[src/rtl/ijmp_pkg.sv]
package ijmp_pkg;

  typedef enum logic [1:0] {
    OVR_NONE  = 2'd0,
    OVR_LONG  = 2'd1,
    OVR_SHORT = 2'd2
  } ovr_e;

  typedef enum logic [1:0] {
    ST_IDLE   = 2'd0,
    ST_PFX    = 2'd1,
    ST_REPLAY = 2'd2,
    ST_EXEC   = 2'd3
  } seq_st_e;

  typedef struct packed {
    logic is_jump;
    logic is_long;
    logic is_short;
  } byte_cls_t;

endpackage

[src/rtl/ijmp_byte_class.sv]
module ijmp_byte_class
  import ijmp_pkg::*;
#(
  parameter int                DATA_W   = 8,
  parameter logic [DATA_W-1:0] JUMP_OP  = 8'hE9,
  parameter logic [DATA_W-1:0] LONG_OP  = 8'h49,
  parameter logic [DATA_W-1:0] SHORT_OP = 8'h52
) (
  input  logic [DATA_W-1:0] byte_i,
  output byte_cls_t         cls_o
);

  always_comb begin
    cls_o.is_jump  = (byte_i == JUMP_OP);
    cls_o.is_long  = (byte_i == LONG_OP);
    cls_o.is_short = (byte_i == SHORT_OP);
  end

endmodule

[src/rtl/ijmp_target.sv]
module ijmp_target
  import ijmp_pkg::*;
#(
  parameter int PC_W    = 24,
  parameter int SHORT_W = 16
) (
  input  logic [PC_W-1:0] pc_q,
  input  logic            long_q,
  input  ovr_e            ovr,
  input  logic [PC_W-1:0] ptr,
  output logic [PC_W-1:0] pc_nx,
  output logic            long_nx
);

  always_comb begin
    unique case (ovr)
      OVR_LONG:  long_nx = 1'b1;
      OVR_SHORT: long_nx = 1'b0;
      default:   long_nx = long_q;
    endcase
    if (long_nx) pc_nx = ptr;
    else         pc_nx = {pc_q[PC_W-1:SHORT_W], ptr[SHORT_W-1:0]};
  end

endmodule

[src/rtl/ijmp_seq.sv]
module ijmp_seq
  import ijmp_pkg::*;
#(
  parameter int DATA_W      = 8,
  parameter int BASE_CYCLES = 3,
  parameter int PFX_EXTRA   = 1,
  parameter int CYC_W       = 3
) (
  input  logic              clk,
  input  logic              rst,
  input  logic              in_valid,
  input  logic [DATA_W-1:0] in_data,
  input  byte_cls_t         cls_in,
  input  byte_cls_t         cls_held,
  input  logic              out_ready,
  output logic              in_ready,
  output logic              out_valid,
  output logic [DATA_W-1:0] out_data,
  output logic [DATA_W-1:0] held_o,
  output logic              commit_o,
  output ovr_e              ovr_o,
  output logic [CYC_W-1:0]  cyc_o
);

  localparam int EXEC_LEN = BASE_CYCLES - 1;
  localparam int CNT_W    = (EXEC_LEN > 1) ? $clog2(EXEC_LEN) : 1;
  localparam logic [CNT_W-1:0] CNT_INIT = CNT_W'(EXEC_LEN - 1);
  localparam logic [CYC_W-1:0] CYC_PLAIN = CYC_W'(BASE_CYCLES);
  localparam logic [CYC_W-1:0] CYC_PFX   = CYC_W'(BASE_CYCLES + PFX_EXTRA);

  seq_st_e           st_q;
  ovr_e              ovr_q;
  logic [DATA_W-1:0] pfx_q;
  logic [DATA_W-1:0] held_q;
  logic [CNT_W-1:0]  cnt_q;
  logic [CYC_W-1:0]  cyc_q;
  logic              ov_q;
  logic [DATA_W-1:0] od_q;
  logic              acc;

  assign in_ready  = ((st_q == ST_IDLE) || (st_q == ST_PFX)) && !ov_q;
  assign acc       = in_valid && in_ready;
  assign out_valid = ov_q;
  assign out_data  = od_q;
  assign held_o    = held_q;
  assign commit_o  = (st_q == ST_EXEC) && (cnt_q == '0);
  assign ovr_o     = ovr_q;
  assign cyc_o     = cyc_q;

  always_ff @(posedge clk) begin
    if (rst) begin
      st_q   <= ST_IDLE;
      ovr_q  <= OVR_NONE;
      pfx_q  <= '0;
      held_q <= '0;
      cnt_q  <= '0;
      cyc_q  <= '0;
      ov_q   <= 1'b0;
      od_q   <= '0;
    end else begin
      if (ov_q && out_ready) ov_q <= 1'b0;
      unique case (st_q)
        ST_IDLE: begin
          if (acc) begin
            if (cls_in.is_jump) begin
              st_q  <= ST_EXEC;
              ovr_q <= OVR_NONE;
              cnt_q <= CNT_INIT;
              cyc_q <= CYC_PLAIN;
            end else if (cls_in.is_long || cls_in.is_short) begin
              st_q  <= ST_PFX;
              ovr_q <= cls_in.is_long ? OVR_LONG : OVR_SHORT;
              pfx_q <= in_data;
            end else begin
              ov_q <= 1'b1;
              od_q <= in_data;
            end
          end
        end
        ST_PFX: begin
          if (acc) begin
            if (cls_in.is_jump) begin
              st_q  <= ST_EXEC;
              cnt_q <= CNT_INIT;
              cyc_q <= CYC_PFX;
            end else begin
              ov_q   <= 1'b1;
              od_q   <= pfx_q;
              held_q <= in_data;
              ovr_q  <= OVR_NONE;
              st_q   <= ST_REPLAY;
            end
          end
        end
        ST_REPLAY: begin
          if (cls_held.is_jump) begin
            st_q  <= ST_EXEC;
            ovr_q <= OVR_NONE;
            cnt_q <= CNT_INIT;
            cyc_q <= CYC_PLAIN;
          end else if (cls_held.is_long || cls_held.is_short) begin
            st_q  <= ST_PFX;
            ovr_q <= cls_held.is_long ? OVR_LONG : OVR_SHORT;
            pfx_q <= held_q;
          end else if (!ov_q) begin
            ov_q <= 1'b1;
            od_q <= held_q;
            st_q <= ST_IDLE;
          end
        end
        default: begin
          if (cnt_q == '0) st_q <= ST_IDLE;
          else             cnt_q <= cnt_q - 1'b1;
        end
      endcase
    end
  end

endmodule

[src/rtl/ijmp_unit.sv]
module ijmp_unit
  import ijmp_pkg::*;
#(
  parameter int                DATA_W      = 8,
  parameter int                PC_W        = 24,
  parameter int                SHORT_W     = 16,
  parameter int                BASE_CYCLES = 3,
  parameter int                PFX_EXTRA   = 1,
  parameter logic [DATA_W-1:0] JUMP_OP     = 8'hE9,
  parameter logic [DATA_W-1:0] LONG_OP     = 8'h49,
  parameter logic [DATA_W-1:0] SHORT_OP    = 8'h52,
  localparam int               BASE_W      = PC_W - SHORT_W,
  localparam int               CYC_W       = $clog2(BASE_CYCLES + PFX_EXTRA + 1)
) (
  input  logic              clk,
  input  logic              rst,
  input  logic              in_valid,
  output logic              in_ready,
  input  logic [DATA_W-1:0] in_data,
  input  logic [PC_W-1:0]   ptr,
  input  logic              base_we,
  input  logic [BASE_W-1:0] base_din,
  output logic              out_valid,
  input  logic              out_ready,
  output logic [DATA_W-1:0] out_data,
  output logic [PC_W-1:0]   pc,
  output logic              mode_long,
  output logic [PC_W-1:0]   eff_addr,
  output logic              done,
  output logic [CYC_W-1:0]  cycles_used
);

  logic [DATA_W-1:0] held;
  logic [DATA_W-1:0] cls_src [2];
  byte_cls_t         cls     [2];
  logic              commit;
  ovr_e              ovr;
  logic [CYC_W-1:0]  cyc;
  logic [PC_W-1:0]   pc_q, pc_nx;
  logic              long_q, long_nx;
  logic [BASE_W-1:0] base_q;
  logic              done_q;
  logic [CYC_W-1:0]  cyc_out_q;

  always_comb begin
    cls_src[0] = in_data;
    cls_src[1] = held;
  end

  for (genvar gi = 0; gi < 2; gi++) begin : g_cls
    ijmp_byte_class #(
      .DATA_W(DATA_W), .JUMP_OP(JUMP_OP), .LONG_OP(LONG_OP), .SHORT_OP(SHORT_OP)
    ) u_cls (
      .byte_i(cls_src[gi]),
      .cls_o (cls[gi])
    );
  end

  ijmp_seq #(
    .DATA_W(DATA_W), .BASE_CYCLES(BASE_CYCLES), .PFX_EXTRA(PFX_EXTRA), .CYC_W(CYC_W)
  ) u_seq (
    .clk      (clk),
    .rst      (rst),
    .in_valid (in_valid),
    .in_data  (in_data),
    .cls_in   (cls[0]),
    .cls_held (cls[1]),
    .out_ready(out_ready),
    .in_ready (in_ready),
    .out_valid(out_valid),
    .out_data (out_data),
    .held_o   (held),
    .commit_o (commit),
    .ovr_o    (ovr),
    .cyc_o    (cyc)
  );

  ijmp_target #(.PC_W(PC_W), .SHORT_W(SHORT_W)) u_tgt (
    .pc_q   (pc_q),
    .long_q (long_q),
    .ovr    (ovr),
    .ptr    (ptr),
    .pc_nx  (pc_nx),
    .long_nx(long_nx)
  );

  always_ff @(posedge clk) begin
    if (rst) begin
      pc_q      <= '0;
      long_q    <= 1'b0;
      base_q    <= '0;
      done_q    <= 1'b0;
      cyc_out_q <= '0;
    end else begin
      done_q <= commit;
      if (commit) begin
        pc_q      <= pc_nx;
        long_q    <= long_nx;
        cyc_out_q <= cyc;
      end
      if (base_we) base_q <= base_din;
    end
  end

  assign pc          = pc_q;
  assign mode_long   = long_q;
  assign done        = done_q;
  assign cycles_used = cyc_out_q;
  assign eff_addr    = long_q ? pc_q : {base_q, pc_q[SHORT_W-1:0]};

endmodule

[config.mk]
export PLATFORM = sky130hd
export DESIGN_NAME = ijmp_unit
export DESIGN_NICKNAME = d
export VERILOG_FILES = /design/src/rtl/ijmp_pkg.sv /design/src/rtl/ijmp_byte_class.sv /design/src/rtl/ijmp_target.sv /design/src/rtl/ijmp_seq.sv /design/src/rtl/ijmp_unit.sv
export SDC_FILE = /design/constraint.sdc
export NUM_CORES = 1
export LEC_CHECK = 0
export ABC_AREA = 1
export BUFFER_PORTS_ARGS = -buffer_cell sky130_fd_sc_hd__buf_4
export CAP_MARGIN = 20
export CELL_PAD_IN_SITES_DETAIL_PLACEMENT = 1
export CELL_PAD_IN_SITES_GLOBAL_PLACEMENT = 1
export CORE_UTILIZATION = 37
export DETAILED_ROUTE_END_ITERATION = 8
export GPL_ROUTABILITY_DRIVEN = 0
export PLACE_DENSITY_LB_ADDON = 0.1
export SLEW_MARGIN = 30
export SYNTH_ARGS = -nofsm -noshare
export SYNTH_HDL_FRONTEND = slang
export SYNTH_HIERARCHICAL = 1
export SYNTH_SLANG_ARGS = --single-unit
[constraint.sdc]
create_clock -name clk -period 2 [get_ports clk]
set_clock_uncertainty 0.05 [all_clocks]
set_input_delay 0.4 -clock clk [delete_from_list [all_inputs] [get_ports clk]]
set_output_delay 0.4 -clock clk [all_outputs]
set_load 0.005 [all_outputs]
# After elaboration in Yosys (flattened, before gate mapping)
# Cells that the tools add are included.
# totals
register_bits	70
input_bits	45
wordCells	125
# classes
add_sub_neg	1
eq_ne	30
n_mux	58
bitwise	2
reduce_logical	20
# op_table
op	count
$mux 8	13
$mux 2	17
$eq 8x7->1 const B	4
$mux 24	1
$pmux 8 s3	1
$ne 2x2->1 const B	10
$reduce_and 6->1	3
$eq 8x8->1 const B	2
$pmux 8 s2	1
$mux 3	5
$mux 1	14
$pmux 2 s3	2
$ne 2x1->1 const B	5
$pmux 3 s3	1
$reduce_and 9->1	1
$ne 4x4->1 const B	2
$eq 2x2->1 const B	3
$reduce_and 3->1	2
$reduce_and 5->1	1
$eq 2x1->1 const B	2
$logic_and 1x1->1	4
$pmux 1 s2	2
$logic_or 1x1->1	3
$ne 3x2->1 const B	1
10 further kinds	11

# Depth between registers and ports, before layout
# logic_depth
word_depth	6
depth_mapped	13

# Modules after synthesis
# The synthesis kept the hierarchy.
# by_module_without_submodules
module	instances	cells_each	area_each_um2	seq_area_each_um2
ijmp_seq	1	298	2035.7	640.6
ijmp_unit	1	272	1731.7	740.7
ijmp_target	1	50	296.5	0.0
ijmp_byte_class	2	23	86.3	0.0

# Worst setup path before layout
# No wires, ideal clock.
# synth_timing
path_kind	input to register
startpoint	in in_data[1]
endpoint	reg u_seq.st_q[0]
setup_time_ps	113
arrival_time_ps	1486
required_ps	1837
path_slack_ps	351
stages	10
cell_sequence	nor2_1 -> nand2_1 -> nor2_1 -> inv_1 -> nand3_1 -> nand2_1 -> nor3_2 -> nand2_1 -> nand2_1 -> nor2_1
# synth_lines
item	line_no	rtl
from (decl)	ijmp_unit.sv:19	input logic [DATA_W-1:0] in_data,
to (signal assigned)	ijmp_seq.sv:52	st_q <= ST_IDLE;
to (signal assigned)	ijmp_seq.sv:66	st_q <= ST_EXEC;
to (signal assigned)	ijmp_seq.sv:71	st_q <= ST_PFX;
to (decl)	ijmp_seq.sv:31	seq_st_e st_q;

# Worst setup path in the final report
# layout_timing
startpoint	reg u_seq.st_q[0]
endpoint	out in_ready
# layout_via
elab_chain_cells	3
elab_cells_between_ends	4
# layout_rtl
item	line_no	rtl
$eq 2x1->1 or $logic_not 2->1 (tied branches)	ijmp_seq.sv:41	assign in_ready = ((st_q == ST_IDLE) || (st_q == ST_PFX)) && !ov_q;
$logic_or 1x1->1 *	ijmp_seq.sv:41	
$logic_and 1x1->1 *	ijmp_seq.sv:41	
to (decl)	ijmp_unit.sv:18	output logic in_ready,
# Mark *: on every way between the ends. The rest lies on a longest branch, timed or not.

==> impl_metrics.csv <==
group,metric,value,unit
outcome,status,"completed",
placed_design,placed_area,0.004942,mm^2
timing,timing_worst_slew_pin_value,401.5,ps
power_and_ir_drop,peakVddDrop,426.5,uV
worst_setup_path,path_cells,"buf_4, ha_1, nor2_4, nor2_1, buf_4",
synth,synth.cell_area,0.004237,mm^2
detailed_routing,drc,0,
global_routing,grt_first_pass_wirelength,18.73,mm
global_routing,largest_net_degree_at_the_start_of_global_routing,58,
synth,synth.yosys.seq_area_share,32.60,%
power_and_ir_drop,power_per_cell_area,747.6,mW/mm^2
timing,final.min_clock_period,1919,ps
clocking,clk_path_buf_depth,2,
run,max_cap_viol_count,0,
cells_and_area,layout-drive-gt1-share,23.39,%
floorplanning,core_area,0.01098,mm^2
global_routing,grt_use_total,20.35,%
detailed_routing,ant_nets,0,
global_routing,globalRoute.totalOverflow,0,
worst_setup_path,timing.critical_path.mode_cell,"sky130_fd_sc_hd__buf_4",
worst_setup_path,slowest_delay,310,ps
worst_setup_path,worst-endpoint-required,1550,ps
synth,ys_seq_elements,69,
clocking,tritoncts.num_buffers,9,
worst_setup_path,setup.worst_path.end,"in_ready",
min_path,holdCritPathClass,"input port to register",
cells_and_area,final_core_utilization,48.18,%
placed_design,buffer_ports.inserted,107,
timing,maxSlewViolCount,0,
detailed_routing,drt-wirelength-per-cell,12.99,um
timing,setup_viol,0,
timing,max-slew-margin-rel,73.23,%
clocking,insertion_delay,340,ps
clocking,cts.root.buffer_cell,"sky130_fd_sc_hd__clkbuf_16",
timing,fin_crit_sh,95.93,%
detailed_routing,first_iter_violations,141,
worst_setup_path,worst_setup_path_startpoint,"u_seq/st_q[0]",
timing,finalHoldViolCount,0,
cells_and_area,syn2layout_area_growth,24.90,%
synth,syn-instance-count,666,
worst_setup_path,r2r_setup_slack,160,ps
synth,synthesis.area_per_instance,6.361,um^2
clocking,tritoncts,"done",
floorplanning,row_count,38,
floorplanning,top_level_ports,108,
clocking,ctsHtreeMaxLevel,3,
worst_setup_path,timing_worst_setup_path_type,"register to primary output",
worst_setup_path,worst_r2r_endpoint,"u_seq/ovr_o[1]",
cells_and_area,finish.instance_area,0.005291,mm^2
floorplanning,floorplan.initialDensity,38.57,%
global_routing,first_global_vias,4056,
detailed_routing,detailedRoute.firstPassIterationCount,4,
floorplanning,floorplan.die_area,0.01188,mm^2
worst_setup_path,critPathSlowestCell,"sky130_fd_sc_hd__dfxtp_1",
worst_setup_path,critical_path.endpoint_type,"primary output",
timing,setup_repair_after_global_routing_missed_its_margin,"false",
worst_setup_path,start_kind,"register",
worst_setup_path,worstReg2RegStart,"u_seq/st_q[1]",
worst_setup_path,crit_fanout,5,
clocking,clock_sink_count,69,
synth,synth_cell_type_count,34,
timing,fmax,0.5212,GHz
cells_and_area,antenna-diode-count,0,
placed_design,detailed_place_hpwl,8.591,mm
power_and_ir_drop,power.leakage,0.002624,uW
clocking,cts_hold_buffers,0,
cells_and_area,net_count_reported_at_finish,791,
worst_setup_path,worstRegToRegCells,11,
detailed_routing,vias_per_cell,4.617,
synth,ys_warn_count,6,
detailed_routing,dr_total_vias,4081,
detailed_routing,routed_wirelength,11.49,mm
floorplanning,die_h,109.0,um
synth,synthesized_nets,718,
global_routing,antenna_found_initial,0,
floorplanning,chipWidth,109.0,um
worst_setup_path,arrival_time_at_the_worst_endpoint,1470,ps
clocking,cts.reportedPaths.clkPinSlew,50,ps
-- layout make-up --
| class | count | area, um^2 |
|---|---|---|
| clock inverters | 4 | 47.55 |
| well taps | 140 | 175.2 |
| clock buffers | 12 | 246.5 |
| multi-input cells | 444 | 2116 |
| fillers | 1507 | 5692 |
| flip-flops and latches | 69 | 1383 |
| inverters | 94 | 352.8 |
| repair buffers | 121 | 970.9 |
-- Yosys cell counts --
cell type,number,area (um^2)
sky130_fd_sc_hd__inv_1,85,319.1
sky130_fd_sc_hd__a21boi_0,2,15.01
sky130_fd_sc_hd__nand2_1,171,641.9
sky130_fd_sc_hd__nor3_2,2,20.02
sky130_fd_sc_hd__buf_2,11,55.05
sky130_fd_sc_hd__dfxtp_1,69,1381
sky130_fd_sc_hd__inv_2,9,33.78
sky130_fd_sc_hd__o21ai_0,16,80.08
sky130_fd_sc_hd__a21oi_4,2,32.53
sky130_fd_sc_hd__buf_4,37,277.8
sky130_fd_sc_hd__o21a_1,7,52.55
sky130_fd_sc_hd__a21oi_1,25,125.1
sky130_fd_sc_hd__a31oi_1,1,6.260
sky130_fd_sc_hd__nand4_4,1,21.27
sky130_fd_sc_hd__nor2_2,2,12.51
sky130_fd_sc_hd__nor2_1,144,540.5
sky130_fd_sc_hd__clkbuf_2,1,5.000
sky130_fd_sc_hd__nand3_2,1,10.01
sky130_fd_sc_hd__nor3_1,2,10.01
sky130_fd_sc_hd__nor2_4,1,11.26
sky130_fd_sc_hd__nand3_1,26,130.1
sky130_fd_sc_hd__buf_1,1,3.750
sky130_fd_sc_hd__or2_1,1,6.260
sky130_fd_sc_hd__nand2_4,5,56.30
sky130_fd_sc_hd__clkbuf_1,2,7.510
sky130_fd_sc_hd__nand4_1,8,50.05
sky130_fd_sc_hd__nor2_8,2,40.04
sky130_fd_sc_hd__ha_1,7,87.58
sky130_fd_sc_hd__o21ai_4,1,16.27
sky130_fd_sc_hd__a21oi_2,1,8.760
sky130_fd_sc_hd__mux2i_1,2,20.02
sky130_fd_sc_hd__nand2_2,8,50.05
sky130_fd_sc_hd__buf_6,7,78.83
sky130_fd_sc_hd__o21ai_1,6,30.03
-- cells by family (layout without fill, tap and decap cells) --
kind of cell	Yosys count	count (layout)	synth area share [%]
AND/OR/NAND/NOR	374	374	37.77
buffers and inverters	153	231	18.43
flip-flops	69	69	32.60
AO/OA/AOI/OAI	61	61	8.653
adder cells (fa/ha/maj)	7	7	2.067
multiplexers	2	2	0.4726
-- sequential cells by signal, indices dropped and copies added (netlist names) --
register         cells
u_seq/st_q           2
u_seq/pfx_q          8
mode_long            1
u_seq/cyc_o          2
pc                  24
u_seq/held_o         8
u_seq/out_data       8
u_seq/out_valid      1
base_q               8
u_seq/ovr_o          2
done                 1
u_seq/cnt_q          1
cycles_used          3
-- repair_timing --
action,CTS,global route
buffers inserted,0,1
endpoints found under the setup margin,11,17
pin swaps,0,1
gates resized for setup,2,5
-- layout by cell type, fill, tap and decap left out, types with 8 or more instances in the layout --
cell type	Yosys	layout
sky130_fd_sc_hd__a21oi_1	25	25
sky130_fd_sc_hd__buf_4	37	116
sky130_fd_sc_hd__clkbuf_16	0	9
sky130_fd_sc_hd__dfxtp_1	69	68
sky130_fd_sc_hd__inv_1	85	85
sky130_fd_sc_hd__inv_2	9	9
sky130_fd_sc_hd__nand2_1	171	171
sky130_fd_sc_hd__nand3_1	26	26
sky130_fd_sc_hd__nand4_1	8	8
sky130_fd_sc_hd__nor2_1	144	143
sky130_fd_sc_hd__o21ai_0	16	16
-- worst min-delay path by stage --
stage              startpoint             end  slack (ps)  cells past startpoint
2_1_floorplan  u_seq/cyc_o[1]  u_seq/cyc_o[1]         400                      2
3_3_place_gp        base_q[2]       base_q[2]         410                      2
3_5_place_dp        base_q[6]       base_q[6]         420                      2
4_1_cts                   rst            done         230                      2
5_1_grt                   rst            done         230                      2
6_report                  rst            done         230                      2
-- metrics by stage --
step	hold WS, ps	setup TNS [ps]	setup slack, ps	instances	total power (uW)
6_report	233.4	0	81.30	884	3956
5_1_grt	226.4	0	16.01	884	4179
4_1_cts	226.1	0	28.37	883	3977
3_5_place_dp	421.0	-54.43	-39.24	867	2356
3_3_place_gp	411.3	0	102.0	867	2328
2_1_floorplan	396.4	0	351.2	666	2088
-- routing by layer --
| layer | global-route usage, % | share of wire, % | vias to the layer above |
|---|---|---|---|
| met2 | 36.12 | 49 | 73 |
| met1 | 24.11 | 45 | 1870 |
| met4 | 6.757 | 1.4 | 0 |
| met5 | 0 | 0 | - |
| li1 | - | - | 2126 |
| met3 | 4.363 | 4.3 | 12 |
-- power breakdown --
group | internal, uW | switching [uW] | total (uW)
Combinational | 365 | 486 | 850
Sequential | 1450 | 56.9 | 1510
Clock | 996 | 599 | 1590
-- worst max-delay path: cells and delay by family (launching register included) --
family,cells,cell delay [ps]
flops,1,310
fa+ha+maj,1,280
simple gates,2,250
buf+inv,2,300
No activity file was read; power rests on OpenSTA's default activity.
